**src/rtl/pci_init_seq.sv**
```systemverilog
module pci_init_seq #(
  parameter int LENW    = 4,
  parameter int MA_CLKS = 5
) (
  input  logic            clk,
  input  logic            rst_n,
  input  logic            req_valid,
  input  logic [3:0]      req_cmd,
  input  logic [63:0]     req_addr,
  input  logic [3:0]      req_be,
  input  logic            req_write,
  input  logic [LENW-1:0] req_len,
  input  logic [31:0]     wr_data,
  output logic [LENW-1:0] wr_idx,
  output logic            busy,
  output logic            done,
  output logic [1:0]      status,
  output logic [31:0]     rd_data,
  output logic            rd_valid,
  input  logic            gnt_n,
  output logic [31:0]     ad_o,
  output logic            ad_oe,
  input  logic [31:0]     ad_i,
  output logic [3:0]      cbe_o,
  output logic            cbe_oe,
  output logic            frame_o,
  output logic            frame_oe,
  output logic            irdy_o,
  output logic            irdy_oe,
  input  logic            devsel_n,
  input  logic            trdy_n,
  input  logic            stop_n
);
  localparam int DW = $clog2(MA_CLKS + 1);
  localparam logic [3:0] DUAL_CMD = 4'b1101;
  localparam logic [1:0] ST_OK = 2'b00, ST_ABORT = 2'b01, ST_DISC = 2'b10, ST_RETRY = 2'b11;

  typedef enum logic [2:0] {S_IDLE, S_DAC, S_ADDR, S_DATA, S_MABT, S_REL} st_t;

  st_t             st;
  logic [31:0]     hi_r;
  logic [3:0]      cmd_r, be_r;
  logic            wr_r, seen;
  logic [LENW-1:0] rem, xfers;
  logic [DW-1:0]   dcnt;
  logic            xfer, stp, claimed_late;

  assign xfer   = !trdy_n;
  assign stp    = !stop_n;
  assign busy   = (st != S_IDLE);
  assign wr_idx = (st == S_DATA) ? xfers + LENW'(1) : '0;
  assign claimed_late = !seen && devsel_n && (dcnt == DW'(MA_CLKS - 1));

  always_ff @(posedge clk or negedge rst_n) begin
    if (!rst_n) begin
      st <= S_IDLE;
      hi_r <= '0; cmd_r <= '0; be_r <= '0; wr_r <= 1'b0; seen <= 1'b0;
      rem <= '0; xfers <= '0; dcnt <= '0;
      done <= 1'b0; status <= ST_OK; rd_data <= '0; rd_valid <= 1'b0;
      ad_o <= '0; ad_oe <= 1'b0; cbe_o <= '0; cbe_oe <= 1'b0;
      frame_o <= 1'b1; frame_oe <= 1'b0; irdy_o <= 1'b1; irdy_oe <= 1'b0;
    end else begin
      done     <= 1'b0;
      rd_valid <= 1'b0;
      if (st == S_DAC || st == S_ADDR || st == S_DATA) begin
        if (!devsel_n) seen <= 1'b1;
        if (dcnt != DW'(MA_CLKS)) dcnt <= dcnt + DW'(1);
      end
      case (st)
        S_IDLE: begin
          if (req_valid && !gnt_n) begin
            hi_r  <= req_addr[63:32];
            cmd_r <= req_cmd;
            be_r  <= req_be;
            wr_r  <= req_write;
            rem   <= (req_len == '0) ? LENW'(1) : req_len;
            xfers <= '0;
            dcnt  <= '0;
            seen  <= 1'b0;
            frame_o <= 1'b0; frame_oe <= 1'b1;
            irdy_o  <= 1'b1; irdy_oe  <= 1'b1;
            ad_o    <= req_addr[31:0];
            ad_oe   <= 1'b1; cbe_oe <= 1'b1;
            if (req_addr[63:32] != '0) begin
              cbe_o <= DUAL_CMD;
              st    <= S_DAC;
            end else begin
              cbe_o <= req_cmd;
              st    <= S_ADDR;
            end
          end else begin
            ad_oe  <= !gnt_n;
            cbe_oe <= !gnt_n;
            ad_o   <= '0;
            cbe_o  <= '0;
          end
        end
        S_DAC: begin
          ad_o  <= hi_r;
          cbe_o <= cmd_r;
          st    <= S_ADDR;
        end
        S_ADDR: begin
          irdy_o <= 1'b0;
          cbe_o  <= be_r;
          ad_oe  <= wr_r;
          ad_o   <= wr_r ? wr_data : '0;
          if (rem == LENW'(1)) frame_o <= 1'b1;
          st <= S_DATA;
        end
        S_DATA: begin
          if (claimed_late) begin
            frame_o <= 1'b1;
            st      <= S_MABT;
          end else begin
            if (xfer) begin
              xfers <= xfers + LENW'(1);
              rem   <= rem - LENW'(1);
              if (!wr_r) begin
                rd_data  <= ad_i;
                rd_valid <= 1'b1;
              end else begin
                ad_o <= wr_data;
              end
            end
            if (frame_o && (xfer || stp)) begin
              irdy_o <= 1'b1;
              ad_oe  <= 1'b0;
              cbe_oe <= 1'b0;
              status <= stp ? ((xfers == '0 && !xfer) ? ST_RETRY : ST_DISC) : ST_OK;
              st     <= S_REL;
            end else if (!frame_o && (stp || (xfer && rem == LENW'(2)))) begin
              frame_o <= 1'b1;
            end
          end
        end
        S_MABT: begin
          irdy_o <= 1'b1;
          ad_oe  <= 1'b0;
          cbe_oe <= 1'b0;
          status <= ST_ABORT;
          st     <= S_REL;
        end
        S_REL: begin
          frame_oe <= 1'b0;
          irdy_oe  <= 1'b0;
          done     <= 1'b1;
          st       <= S_IDLE;
        end
        default: st <= S_IDLE;
      endcase
    end
  end

  assert_addr_driven_R1: assert property (@(posedge clk) disable iff (!rst_n)
    (frame_oe && $fell(frame_o)) |-> (ad_oe && cbe_oe && irdy_o));

  assert_irdy_hold_R4: assert property (@(posedge clk) disable iff (!rst_n)
    (irdy_oe && !irdy_o && trdy_n && stop_n && !devsel_n) |=> (irdy_oe && !irdy_o));

  assert_frame_first_R6: assert property (@(posedge clk) disable iff (!rst_n)
    (irdy_oe && $rose(irdy_o)) |-> (frame_o && $past(frame_o)));

  assert_high_before_release_R7: assert property (@(posedge clk) disable iff (!rst_n)
    $fell(frame_oe) |-> ($past(frame_o) && $past(irdy_o) && $fell(irdy_oe)));

  assert_turnaround_R8: assert property (@(posedge clk) disable iff (!rst_n)
    $rose(ad_oe) |-> !$past(frame_oe));

  assert_park_R9: assert property (@(posedge clk) disable iff (!rst_n)
    (!busy && !gnt_n) |=> (ad_oe && cbe_oe));
endmodule

```
**config.mk**
```make
export PLATFORM = sky130hd
export DESIGN_NAME = pci_init_seq
export DESIGN_NICKNAME = d
export VERILOG_FILES = /design/src/rtl/pci_init_seq.sv
export SDC_FILE = /design/constraint.sdc
export NUM_CORES = 1
export LEC_CHECK = 0
export ABC_AREA = 1
export BUFFER_PORTS_ARGS = -buffer_cell sky130_fd_sc_hd__buf_2
export CORE_MARGIN = 4
export CORE_UTILIZATION = 54
export CTS_CLUSTER_DIAMETER = 120
export DETAILED_ROUTE_END_ITERATION = 7
export PLACE_DENSITY = 0.93
export SLEW_MARGIN = 20
export SYNTH_ARGS = -nofsm -noshare
export SYNTH_HDL_FRONTEND = slang
export SYNTH_SLANG_ARGS = --single-unit
```
**constraint.sdc**
```tcl
create_clock -name clk -period 4.8 [get_ports clk]
set_input_delay 0.24 -clock clk [delete_from_list [all_inputs] [get_ports clk]]
set_output_delay 0.24 -clock clk [all_outputs]
set_load 0.02 [all_outputs]
```
==> results.py <==
metrics = {
    "detailed_routing": {
        "num_vias": 6236,
        "drcViolationCount": 0,
        "first_iter_violations": 671,
        "drt_first_pass_iters": 5,
        "via_per_inst": 5.162,
        "ant_nets": 0,
        "routedWlPerCell_microns": 14.58,
        "wirelength_mm": 17.61,
    },
    "yosys": {
        "post_synth_num_cell_types": 25,
        "synth_warnings": 0,
        "syn_area_sq_um": 6337,
        "avgSynthCellArea_sq_um": 7.626,
        "synthTopCellsByArea": "dfrtp_1 (52%), nand2_1 (23%), inv_1 (4.0%), o211ai_1 (3.8%), nand3_1 (3.0%)",
        "synth_cells": 831,
        "synth_top_cell_by_area": "dfrtp_1",
        "synth-seq-area-share": 0.5256,
        "synthDominantCellAreaShare": 0.5173,
        "synth_seq_cells": 133,
        "synth_fp_nets": 987,
    },
    "final_layout": {
        "fin_nets": 1209,
        "areaGrowthSynthToFinish_pct": 28.27,
        "drive_gt1_frac": 0.2545,
        "antenna_cells": 0,
    },
    "global_routing": {
        "antenna_found_initial": 0,
        "met1_usage": 0.3285,
        "grt_max_degree": 89,
        "grtUsageMet2": 0.4191,
        "grt_pass1_vias": 5883,
        "grt_pass1_wl_mm": 27.70,
        "grt_overflow": 0,
        "grt.total_usage": 0.2648,
        "grt-busiest-layer": "met2",
        "grt_use_met3": 0.08187,
    },
    "cts": {
        "root_buffer": "clkbuf_16",
        "cts.sinks": 133,
        "clkLatencyLatePin_ns": 0.42,
        "cts_buffers": 17,
        "cts_max_level": 4,
        "clk_pin_slew_worst_paths_ns": 0.05,
        "cts_tree": "yes",
        "max-clock-path-buffers": 2,
        "post_cts_buffers": 0,
    },
    "min_path": {
        "min_path_type": "in -> reg",
        "hold_path.startpoint": "ad_i[5]",
        "worstHoldEndpoint": "rd_data[5]",
        "worstHoldPathCells": 3,
    },
    "sta": {
        "maxSlewHeadroom": 0.3498,
        "skew_ns": 0.009130,
        "final-hold-violation-count": 0,
        "final-setup-viol-count": 0,
        "min_period_ns": 2.848,
        "fin_tns_setup_ns": 0,
        "min_period_over_period": 0.5932,
        "rsz0062_at_grt": "no",
        "tightest_slew_ns": 0.9743,
        "slew_violations": 0,
        "finalWorstSetupSlack_ns": 1.952,
        "fmax_ghz": 0.3512,
    },
    "placement": {
        "port_buffers": 230,
        "hpwl_mm": 12.60,
        "gp_congestion": 0.8592,
        "pre_cts_slack_ns": 1.834,
    },
    "floorplan": {
        "ios": 231,
        "core-area_sq_um": 11470,
        "fp-row-count": 39,
        "die_w_microns": 116.3,
        "dieArea_sq_um": 13530,
        "die_h_microns": 116.3,
        "initial_core_util": 0.5526,
    },
    "pwr": {
        "power_mw": 5.304,
        "power.leakage_nw": 4.651,
        "irDropWorstVdd_v": 0.0004085,
        "power_density_nw_per_um2": 652.4,
    },
    "critical_path": {
        "crit_type": "reg -> reg",
        "crit_fanout": 48,
        "r2r_slack_ns": 1.95,
        "critPathLaunchType": "flop",
        "r2r-end": "rem[3]",
        "cp_data_required_time_ns": 5.07,
        "rr_worst_depth": 8,
        "r2r_start": "st[0]",
        "crit_path_end_kind": "flop",
        "cp.arrival_ns": 3.12,
    },
    "flow_run": {
        "cap_violations": 0,
    },
    "outcome": {
        "outcome": "finished clean",
    },
}
==> logic make-up after synthesis <==
kind of cell	Yosys count	synth area share
xor+xnor	3	0.004147
fa+ha+maj	8	0.01580
flops	133	0.5256
simple gates	491	0.3005
compound gates	89	0.08490
buf+inv	107	0.06910
==> cell usage after synthesis <==
cell and instances:
nand2_1 396, dfrtp_1 131, inv_1 68, nor2_1 49, nand3_1 38, o211ai_1 32, o21ai_0 29, a21oi_1 20
buf_2 17, clkbuf_1 14, ha_1 8, nor3_1 5, a31oi_1 4, buf_4 4, inv_2 4, dfstp_2 2
xnor2_1 2, a211oi_1 1, and3_1 1, nand2_2 1, o21ai_1 1, o21bai_1 1, o31ai_1 1, or2_2 1
xor2_1 1
==> through the flow <==
stage | instances | cell area [sq um] | hold WS [ns] | util
global placement | 1174 | 7548 | 0.3626 | 0.6583
finish | 1208 | 8129 | 0.02007 | 0.7089
floorplan | 831 | 6337 | -0.05559 | -
CTS | 1207 | 8117 | 0.0001474 | 0.7078
global route | 1208 | 8129 | 0.01224 | 0.7089
detailed placement | 1174 | 7548 | 0.3671 | 0.6583
==> report_power, final <==
group          internal [mW]  switching [mW]  total [mW]
clock                  0.762           0.447        1.21
sequential              1.61           0.278        1.89
combinational          0.720            1.49        2.21
total                   3.09            2.21        5.30
==> sequential cells by signal, indices dropped and copies added (netlist names), 4 cells and up <==
register,count
hi_r,32
cmd_r,4
rd_data,32
cbe_o,4
be_r,4
xfers,4
ad_o,32
rem,4
==> placed cells by master (no fill, tap or decap), types with 2 or more instances in the layout <==
cell type      instances
inv_1                 68
nand3_1               38
xnor2_1                2
nand2_2                3
inv_2                  4
clkbuf_8               4
nor3_1                 5
clkinv_2               3
a21oi_1               20
nand2_1              394
a31oi_1                4
dfstp_2                2
nor2_1                48
dfrtp_1              131
clkbuf_16             17
ha_1                   8
buf_4                  5
dlygate4sd3_1          3
buf_2                229
o21ai_0               29
o211ai_1              32
clkbuf_1               6
==> cell type report <==
cell class	instances	area (sq um)
Fill cell	896	3338
Sequential cell	133	3331
Multi-Input combinational cell	591	2576
Timing Repair Buffer	238	1225
Clock buffer	27	503.0
Inverter	72	270.3
Tap cell	143	178.9
Clock inverter	4	45.04
==> per-layer routing <==
layer | up-vias | part of all wire
met5 | - | 0
met4 | 0 | 0.036
met3 | 54 | 0.098
met2 | 326 | 0.47
met1 | 2816 | 0.40
li1 | 3040 | -
==> critical path: stages (launching register included) <==
cell and delay (ns):
dfrtp_1 0.41, nor2_1 0.14, inv_1 0.12, nor2_1 0.20, nand2_2 0.53, inv_2 0.79, o21ai_1 0.28, nand2_1 0.13
o21ai_0 0.09
==> worst max path at each step <==
stage,from,endpoint,slack (ns),cells past startpoint
3_5_place_dp,gnt_n,rem[3],1.83,10
5_1_grt,st[0],rem[1],1.54,8
2_1_floorplan,dcnt[0],ad_o[0],3.26,10
3_3_place_gp,gnt_n,rem[3],1.91,10
4_1_cts,st[0],rem[3],1.96,8
6_report,st[0],rem[3],1.95,8
==> what timing repair did <==
| action | 4_1_cts | 5_1_grt |
|---|---|---|
| endpoints found under the hold margin | 86 | 1 |
| resized for setup | 0 | 0 |
| hold buffers | 2 | 1 |
No activity file was read; power rests on OpenSTA's default activity.
